==> src/rtl/opt_boot_loader.sv <==
module opt_boot_loader #(
  parameter int AW          = 16,
  parameter int AREA_BASE   = 16'hFF00,
  parameter int AREA_BYTES  = 256,
  parameter int HOLDOFF_CYC = 24000
) (
  input  logic          clk,
  input  logic          rst_n,
  output logic          mem_rd_en,
  output logic [AW-1:0] mem_addr,
  input  logic [7:0]    mem_rdata,
  output logic          core_run,
  output logic [7:0]    p0_cmos,
  output logic [7:0]    p1_cmos,
  output logic [7:0]    p3_cmos,
  output logic [7:0]    p0_pullup
);
  localparam int CW = $clog2(AREA_BYTES + 1);
  localparam int IW = $clog2(AREA_BYTES);
  localparam int HW = $clog2(HOLDOFF_CYC + 2);

  logic [CW-1:0] rd_cnt;
  logic [IW-1:0] cap_idx;
  logic          cap_vld;
  logic [HW-1:0] hold_cnt;
  logic [1:0]    pu_nib;
  logic          reads_done, hold_done;

  assign reads_done = (rd_cnt == CW'(AREA_BYTES));
  assign hold_done  = (hold_cnt >= HW'(HOLDOFF_CYC));
  assign mem_rd_en  = rst_n & ~reads_done;
  assign mem_addr   = AW'(AREA_BASE) + AW'(rd_cnt);
  assign p0_pullup  = {{4{pu_nib[1]}}, {4{pu_nib[0]}}} & p0_cmos;

  always_ff @(posedge clk or negedge rst_n) begin
    if (!rst_n) begin
      rd_cnt   <= '0;
      cap_vld  <= 1'b0;
      cap_idx  <= '0;
      hold_cnt <= '0;
      core_run <= 1'b0;
    end else begin
      cap_vld <= mem_rd_en;
      cap_idx <= rd_cnt[IW-1:0];
      if (!reads_done) rd_cnt <= rd_cnt + CW'(1);
      if (!hold_done) hold_cnt <= hold_cnt + HW'(1);
      if (reads_done && !cap_vld && hold_done) core_run <= 1'b1;
    end
  end

  always_ff @(posedge clk or negedge rst_n) begin
    if (!rst_n) begin
      p0_cmos <= '0;
      p1_cmos <= '0;
      p3_cmos <= '0;
      pu_nib  <= '0;
    end else if (cap_vld) begin
      case (cap_idx)
        IW'(0): p0_cmos <= mem_rdata;
        IW'(1): p1_cmos <= mem_rdata;
        IW'(2): p3_cmos <= mem_rdata;
        IW'(3): pu_nib  <= mem_rdata[1:0];
        default: ;
      endcase
    end
  end

  AST_RD_IN_AREA: assert property (@(posedge clk) disable iff (!rst_n)
    mem_rd_en |-> mem_addr >= AW'(AREA_BASE));
  AST_ADDR_STEP: assert property (@(posedge clk) disable iff (!rst_n)
    (mem_rd_en && $past(mem_rd_en)) |-> mem_addr == $past(mem_addr) + AW'(1));
  AST_NO_READ_RUNNING: assert property (@(posedge clk) disable iff (!rst_n)
    core_run |-> !mem_rd_en);
  AST_RUN_STICKY: assert property (@(posedge clk) disable iff (!rst_n)
    core_run |=> core_run);
  AST_CFG_FROZEN: assert property (@(posedge clk) disable iff (!rst_n)
    core_run |=> ($stable(p0_cmos) && $stable(p1_cmos) && $stable(p3_cmos) && $stable(p0_pullup)));
endmodule

==> config.mk <==
export PLATFORM = sky130hd
export DESIGN_NAME = opt_boot_loader
export DESIGN_NICKNAME = d
export VERILOG_FILES = /design/src/rtl/opt_boot_loader.sv
export SDC_FILE = /design/constraint.sdc
export NUM_CORES = 1
export LEC_CHECK = 0
export ABC_CLOCK_PERIOD_IN_PS = 3050
export BUFFER_PORTS_ARGS = -buffer_cell sky130_fd_sc_hd__buf_2
export CORE_ASPECT_RATIO = 1.5
export CORE_MARGIN = 10
export CORE_UTILIZATION = 52
export DETAILED_ROUTE_END_ITERATION = 6
export PLACE_DENSITY = 0.82
export SLEW_MARGIN = 20
export SYNTH_ARGS = -nofsm -noshare
export SYNTH_HDL_FRONTEND = slang
export SYNTH_SLANG_ARGS = --single-unit
==> constraint.sdc <==
create_clock -name clk -period 3.05 [get_ports clk]
set_input_delay 0.915 -clock clk [delete_from_list [all_inputs] [get_ports clk]]
set_output_delay 0.915 -clock clk [all_outputs]
set_load 0.005 [all_outputs]
Yosys cells after proc, flatten, opt, wreduce, memory -nomap -nowiden --
Cells that the tools add are included.
Word-level totals: input port bits 10, output and inout bits 50, word-level logic and storage cells 28, flip-flop bits (word level) 60
Cells by class: reduce and logical (&&, ||, !) cells 8, $lt $le $gt $ge 1, $add $sub $neg 3, equal/unequal tests 4, bitwise operators 3
Operators by type and width (number):
- equality test 8 x 2 -> 1 bit (second input constant) | 2
- adder 15 x 1 -> 15 bit (second input constant) | 1
- >= comparator 15 bit (second input constant) | 1
- adder 9 x 10 -> 11 bit (first input constant) | 1
- adder 9 x 1 -> 9 bit (second input constant) | 1
- equality test 9 bit (second input constant) | 1
- bitwise AND 8 bit | 1
- equality test 8 x 1 -> 1 bit (second input constant) | 1
- zero test 8 bit | 1
- AND reduction 2 bit | 4
- logical AND 1 bit | 2
- bitwise AND 1 bit | 1
- zero test 1 bit | 1
- inverter 1 bit | 1

Logic depth before layout (Yosys ltp) --
Gate-level depths: netlist of the first run.
word-level depth 3, gate-level depth with buffers 5, mapped depth without buffers 5

Worst setup path before layout of the first run --
No wires, ideal clock.
kind reg-to-output, from reg rd_cnt[6], to out mem_rd_en, buffers on the path 0, slack 1006 ps, data arrival time 1129 ps, data required time 2135 ps, cell stages (with the launch flop) 4, path through dfrtp_1 -> nor4_1 -> nand4_1 -> and2_1
On the way: longest elaborated chain between the ends 3
Ends and longest elaborated chain:
- start: declaration | RTL line 22 | logic [CW-1:0] rd_cnt;
- start signal: assignment | RTL line 45 | if (!reads_done) rd_cnt <= rd_cnt + CW'(1);
- equality test 9 bit | RTL line 29 | assign reads_done = (rd_cnt == CW'(AREA_BYTES));
- inverter 1 bit | RTL line 31 | assign mem_rd_en = rst_n & ~reads_done;
- bitwise AND 1 bit | RTL line 31
- end: declaration | RTL line 9 | output logic mem_rd_en,
No other way between the ends.

Final worst setup path of the first run --
Same ends and word-level chain as after synthesis.

==> results.md, run 1 <==
* Status: finished clean
* # DRC at 0
* RePlAce Congestion at 0.7725
* Worst Path Max Fanout at 6
* Worst hold margin at 468.3 ps
* Diode count at 0
* CTS tree: done
* Sequential element share of the synthesized area at 58.37%
* Yosys reg bits at 60
* Seq pwr share at 49.2%
* Antenna violations before repair at 0
* Router iterations before antenna repair at 4
* Vias at 1697
* Synth Instances at 202
* DR vias/cell at 5.174
* Leak Pwr at 1.450 nW
* # nets final at 271
* Netlist Area Pre-Place at 0.002572 mm2
* Fin crit period at 2698 ps
* Root buffer cell: clkbuf_8
* Gate power share at 5.3%
* Sum of negative setup slack at 0 ps
* Largest net degree at the start of global routing at 61
* Worst-path clk slew at 70 ps
* Synth Area per Inst at 12.73 um2
* Power Density at 554.5 mW/mm2
* Hold_buf cts at 0
* Startpoint of the worst hold path: rd_cnt[7]
* Hold Crit Class: register to register
* CTS Buf Count at 9
* Final Util at 63.58%
* Clk sinks at 60
* Final worst path period share at 88.46%
* Register-to-register setup slack at 900 ps
* Port bufs at 59
* WP data arrival at 1780 ps
* Count of different cell masters after synthesis at 31
* Fin. Hold Viols at 0
* Total grt overflow at 0
* Hold Crit Depth at 0
* Fmax at 370.6 MHz
* Final wirelength at 5006 um
* Initial Utilization at 53.49%
* Final setup fails at 0
* Most common cell after layout, fill and taps aside: dfrtp_1
* Headroom to the max-slew limit at 52.05%
* Ports at 60
* Synth-to-Final Area Change at 18.87%
* Initial DRC Count at 78
* Row count at 31
* First-pass GRT wire length at 8224 um
* DIE WIDTH at 77.43 um
* Power Internal at 1.345 mW
* Max Cap Viol at 0
* RSZ-0062 raised after global routing: false
* Worst reg2reg endpoint: p3_cmos[6]
* WL/cell at 15.26 um
* Reg2reg start: cap_idx[3]
* Clock Path Buffers at 2
* Worst-margin pin slew at 719.3 ps
* Syn Nets at 216
* Die area at 0.008218 mm2
* CTS resizes at 0
* Hold path endpoint: cap_idx[7]
* Switching Fraction at 20.67%
* Most frequent cells in the layout: 60 x dfrtp_1, 59 x buf_2, 24 x mux2_2, 17 x xnor2_1, 11 x and2_1
* Worst Path Required at 2130 ps
* Number of global-route vias before repair at 1739
* Antenna Nets Post-Route at 0
* Worst Skew at 6.385 ps
* H-tree depth at 3
* CP Launch Type: register
* DP HPWL at 3775 um
* Kind of critical path: register to output pin
* Post-CTS setup buffers at 0
* Pwr Total at 1.696 mW
* Syn. warnings at 0
* Core area at 0.004810 mm2
* Clk pwr share at 45.5%
* P_sw at 350.5 uW
* Chip height at 106.1 um
* Layout cells sized above 1 at 40.08%
* Worst-Skew Late Latency at 330 ps
* Max-slew violations at 0
* Reg2reg path depth at 4
* Crit end category: output pin
* GRT Overall Usage at 12.62%
* Fillers at 390
* Peak VDD IR at 0.2825 mV
## stage by stage
step | cell area [um2] | instances | setup slack [ps]
final | 3058 | 328 | 352.0
after global routing | 3058 | 328 | 224.7
after CTS | 3058 | 328 | 317.2
after detailed placement | 2841 | 312 | 696.2
after global placement | 2841 | 312 | 764.4
after floorplan | 2572 | 202 | 1006
## layer usage
metal / global-route usage, % / wire length [um]
met1: 13.08 / 1980
met2: 20.08 / 2451
met3: 5.902 / 474
met4: 8.246 / 100
met5: 0 / 0
## area by class of cell
| class | instances | area [um2] | share of cell area [%] |
|---|---|---|---|
| tap | 66 | 82.58 | 2.700 |
| multi-input combinational | 117 | 920.9 | 30.11 |
| clock buffer | 11 | 141.4 | 4.624 |
| sequential | 60 | 1501 | 49.10 |
| clock inverter | 5 | 75.07 | 2.455 |
| timing repair buffer | 60 | 302.8 | 9.902 |
| inverter | 9 | 33.78 | 1.105 |
## synthesized netlist by cell type
cell type | n | area, um2
or4_1 | 1 | 7.510
buf_4 | 15 | 112.6
nand3_1 | 9 | 45.04
nor2_1 | 6 | 22.52
clkbuf_1 | 1 | 3.750
or4_4 | 1 | 11.26
or2_4 | 1 | 8.760
nor3b_1 | 2 | 15.01
dfrtp_1 | 60 | 1501
mux2_2 | 24 | 270.3
o31ai_1 | 2 | 15.01
nand2_1 | 10 | 37.54
ha_1 | 4 | 50.05
o21bai_1 | 1 | 7.510
mux2_4 | 2 | 30.03
a31o_2 | 1 | 8.760
and2_1 | 11 | 68.82
nor4_1 | 1 | 6.260
nand4_1 | 10 | 62.56
nor2_4 | 1 | 11.26
o21ai_0 | 3 | 15.01
and3_1 | 2 | 12.51
mux2i_1 | 1 | 10.01
a311o_1 | 1 | 10.01
xor2_1 | 2 | 17.52
nor3_1 | 1 | 5.000
inv_1 | 9 | 33.78
and4_1 | 1 | 8.760
or3_1 | 1 | 6.260
a311oi_1 | 1 | 8.760
xnor2_1 | 17 | 148.9
## flip-flops by register name, indices dropped and copies added, names as in the netlist
name and count:
rd_cnt 9, p3_cmos 8, p0_cmos 8, cap_idx 8
pu_nib 2, cap_vld 1, core_run 1, hold_cnt 15
p1_cmos 8
## power by group through the flow
stage / Combinational, mW / Sequential, mW / Clock [mW]
floorplan: 0.0294 / 0.850 / 0
CTS: 0.0933 / 0.834 / 0.788
detailed placement: 0.0930 / 0.849 / 0
global placement: 0.0913 / 0.847 / 0
finish: 0.0898 / 0.834 / 0.772
global route: 0.101 / 0.837 / 0.820
## worst max-delay path, cell delays in order, from the launching register on
cell	delay, ps
dfrtp_1	430
nor4_1	320
nand4_1	290
and2_1	280
buf_2	130
## logic make-up (layout without fill, tap and decap cells)
logic type / count (synthesis) / after routing / synth area share [%]
adders and majority gates: 4 / 4 / 1.946
DFF: 60 / 60 / 58.37
buffers and inverters: 25 / 85 / 5.836
AOI/OAI and AO/OA: 9 / 9 / 2.529
and+or+nand+nor: 58 / 58 / 12.79
muxes: 27 / 27 / 12.06
xor gates and xnor gates: 19 / 19 / 6.469
## worst max path at each step
stage | startpoint | to | slack (ps) | cells after the start
2_1_floorplan | rd_cnt[6] | mem_rd_en | 1010 | 3
3_3_place_gp | rd_cnt[6] | mem_rd_en | 760 | 4
3_5_place_dp | rd_cnt[6] | mem_rd_en | 700 | 4
4_1_cts | rd_cnt[6] | mem_rd_en | 320 | 4
5_1_grt | rd_cnt[6] | mem_rd_en | 220 | 4
6_report | rd_cnt[6] | mem_rd_en | 350 | 4
(Power assumes the default switching activity.)
==> inputs of run 2 (changes only) <==
CORE_ASPECT_RATIO = unset   (was 1.5)
==> results.md, run 2 (synthesis results as in run 1) <==
* Status: finished clean
* Area post-placement at 0.002843 mm2 (about the same)
* Chip height at 90.34 um (-15%)
* DR vias/cell at 5.070 (-2.0%)
* First-pass GRT wire length at 8666 um (+5.4%)
* Core area at 0.004755 mm2 (-1.1%)
* Hold_buf cts at 0 (unchanged)
* Row count at 25 (-19%)
* Switching Fraction at 20.35% (-0.33 points)
* Max Cap Viol at 0 (unchanged)
* Hold Crit Depth at 0 (unchanged)
* Total grt overflow at 0 (unchanged)
* Most frequent cells in the layout: 60 x dfrtp_1, 59 x buf_2, 24 x mux2_2, 17 x xnor2_1, 12 x clkbuf_8
* Non-Filler Instances at 329 (+0.30%)
* Die area at 0.008160 mm2 (-0.71%)
* Largest net degree at the start of global routing at 61 (unchanged)
* Met1 usage at 16.21% (+3.1 points)
* Sum of negative setup slack at 0 ps (unchanged)
* GRT Overall Usage at 13.19% (+0.56 points)
* Startpoint of the worst hold path: rd_cnt[5]
* Peak VDD IR at 0.3160 mV (+12%)
* Port bufs at 59 (unchanged)
* Gate power share at 5.1% (-0.2 points)
* WP data arrival at 1790 ps (about the same)
* CTS tree: done
* Max-slew violations at 0 (unchanged)
* Final instance area at 0.003078 mm2 (+0.65%)
* Initial DRC Count at 56 (-28%)
* Slowest cell on the critical path: dfrtp_1
* Antenna Nets Post-Route at 0 (unchanged)
* # nets final at 271 (unchanged)
* H-tree depth at 3 (unchanged)
* Initial Utilization at 54.11% (+0.62 points)
* Worst-Skew Late Latency at 330 ps (about the same)
* Headroom to the max-slew limit at 50.71% (-1.3 points)
* Worst Skew at 5.581 ps (-0.8043 ps)
* Placed cell count at 313 (+0.32%)
* WL/cell at 15.57 um (+2.0%)
* Post-CTS setup buffers at 0 (unchanged)
* Biggest regs: hold_cnt x15, rd_cnt x9
* Ports at 60 (unchanged)
* Final worst path period share at 88.70% (+0.24 points)
* Worst Path Max Fanout at 6 (unchanged)
* Router iterations before antenna repair at 4 (unchanged)
* DIE WIDTH at 90.34 um (+17%)
* Worst Path Required at 2130 ps (about the same)
* Clock Path Buffers at 2 (unchanged)
* # DRC at 0 (unchanged)
* CP Launch Type: register
* Met2 Track Usage GR at 18.64% (-1.4 points)
* CTS resizes at 0 (unchanged)
* Hold Crit Class: register to register
* Hold path endpoint: cap_idx[5]
* Clk sinks at 60 (unchanged)
* Worst-margin pin slew at 739.3 ps (+20.07 ps)
* RSZ-0062 raised after global routing: false
* Diode count at 0 (unchanged)
* Number of global-route vias before repair at 1730 (-0.52%)
* Root buffer cell: clkbuf_8
* Fillers at 384 (-1.5%)
* Final wirelength at 5122 um (+2.3%)
* Worst-path clk slew at 70 ps (about the same)
* Fin. Hold Viols at 0 (unchanged)
* Reg2reg path depth at 4 (unchanged)
* Antenna violations before repair at 0 (unchanged)
* Crit end category: output pin
* Seq pwr share at 47.8% (-1.4 points)
* P_sw at 355.4 uW (+1.4%)
* GR peak layer: met2
* Layout cells sized above 1 at 40.46% (+0.38 points)
* Reg2reg start: cap_idx[3]
* Largest Register: hold_cnt
* Most common cell after layout, fill and taps aside: dfrtp_1
* Global Route met3 Usage at 6.068% (+0.17 points)
* Register-to-register setup slack at 910 ps (about the same)
* Fmax at 369.6 MHz (-0.27%)
* Final setup fails at 0 (unchanged)
* Synth-to-Final Area Change at 19.65%
* Kind of critical path: register to output pin
* Largest register FFs at 15 (unchanged)
* CTS Buf Count at 9 (unchanged)
* Slowest Stage Delay on Critical Path at 440 ps (about the same)
* Power Internal at 1.391 mW (+3.4%)
* Power Density at 567.4 mW/mm2 (+2.3%)
* DP HPWL at 3762 um (-0.35%)
* Final Util at 64.74% (+1.2 points)
* Worst path cell trace: nor4_1 -> nand4_1 -> and2_1 -> buf_2
* Vias at 1668 (-1.7%)
* Leak Pwr at 1.459 nW (+0.64%)
* Pwr Total at 1.746 mW (+3.0%)
* Clk pwr share at 47.1% (+1.6 points)
* Worst reg2reg endpoint: p3_cmos[5]
* Fin crit period at 2705 ps (+7.293 ps)
* RePlAce Congestion at 0.7534 (-2.5%)
## run 2: routing by layer
metal | up-vias | part of all wire (%)
met3 | 9 | 8.0
li1 | 794 | -
met1 | 805 | 46
met2 | 60 | 44
met5 | - | 0
met4 | 0 | 2.1
## run 2: area by class of cell
type	count	area, um2	share of cell area, %
inverters	9	33.78	1.098
multi-input cells	117	920.9	29.92
flip-flops and latches	60	1501	48.78
repair buffers	60	302.8	9.837
well taps	67	83.83	2.724
clock buffers	12	165.2	5.366
clock inverters	4	70.07	2.276
## run 2: critical path: cells and delay by family, from the launching register on
kind / cells / cell delay, ps
buf+inv: 1 / 130
simple gates: 3 / 890
flops: 1 / 440
## run 2: power groups by stage
stage	Sequential, mW	Combinational [mW]	Clock (mW)
2_1_floorplan	0.850	0.0294	0
3_3_place_gp	0.848	0.0912	0
6_report	0.834	0.0899	0.822
3_5_place_dp	0.849	0.0932	0
5_1_grt	0.838	0.102	0.881
4_1_cts	0.834	0.0934	0.841
## run 2: metrics by stage
| step | hold slack (ps) | worst slack (ps) |
|---|---|---|
| after floorplan | 425.0 | 1006 |
| after global placement | 447.3 | 783.6 |
| after detailed placement | 461.4 | 714.0 |
| after CTS | 478.2 | 307.5 |
| after global routing | 496.6 | 209.6 |
| final | 478.1 | 344.7 |
## run 2: worst max path at each step
stage	from	endpoint	slack, ps
3_5_place_dp	rd_cnt[6]	mem_rd_en	710
2_1_floorplan	rd_cnt[6]	mem_rd_en	1010
4_1_cts	rd_cnt[6]	mem_rd_en	310
5_1_grt	rd_cnt[6]	mem_rd_en	210
3_3_place_gp	rd_cnt[6]	mem_rd_en	780
6_report	rd_cnt[6]	mem_rd_en	340
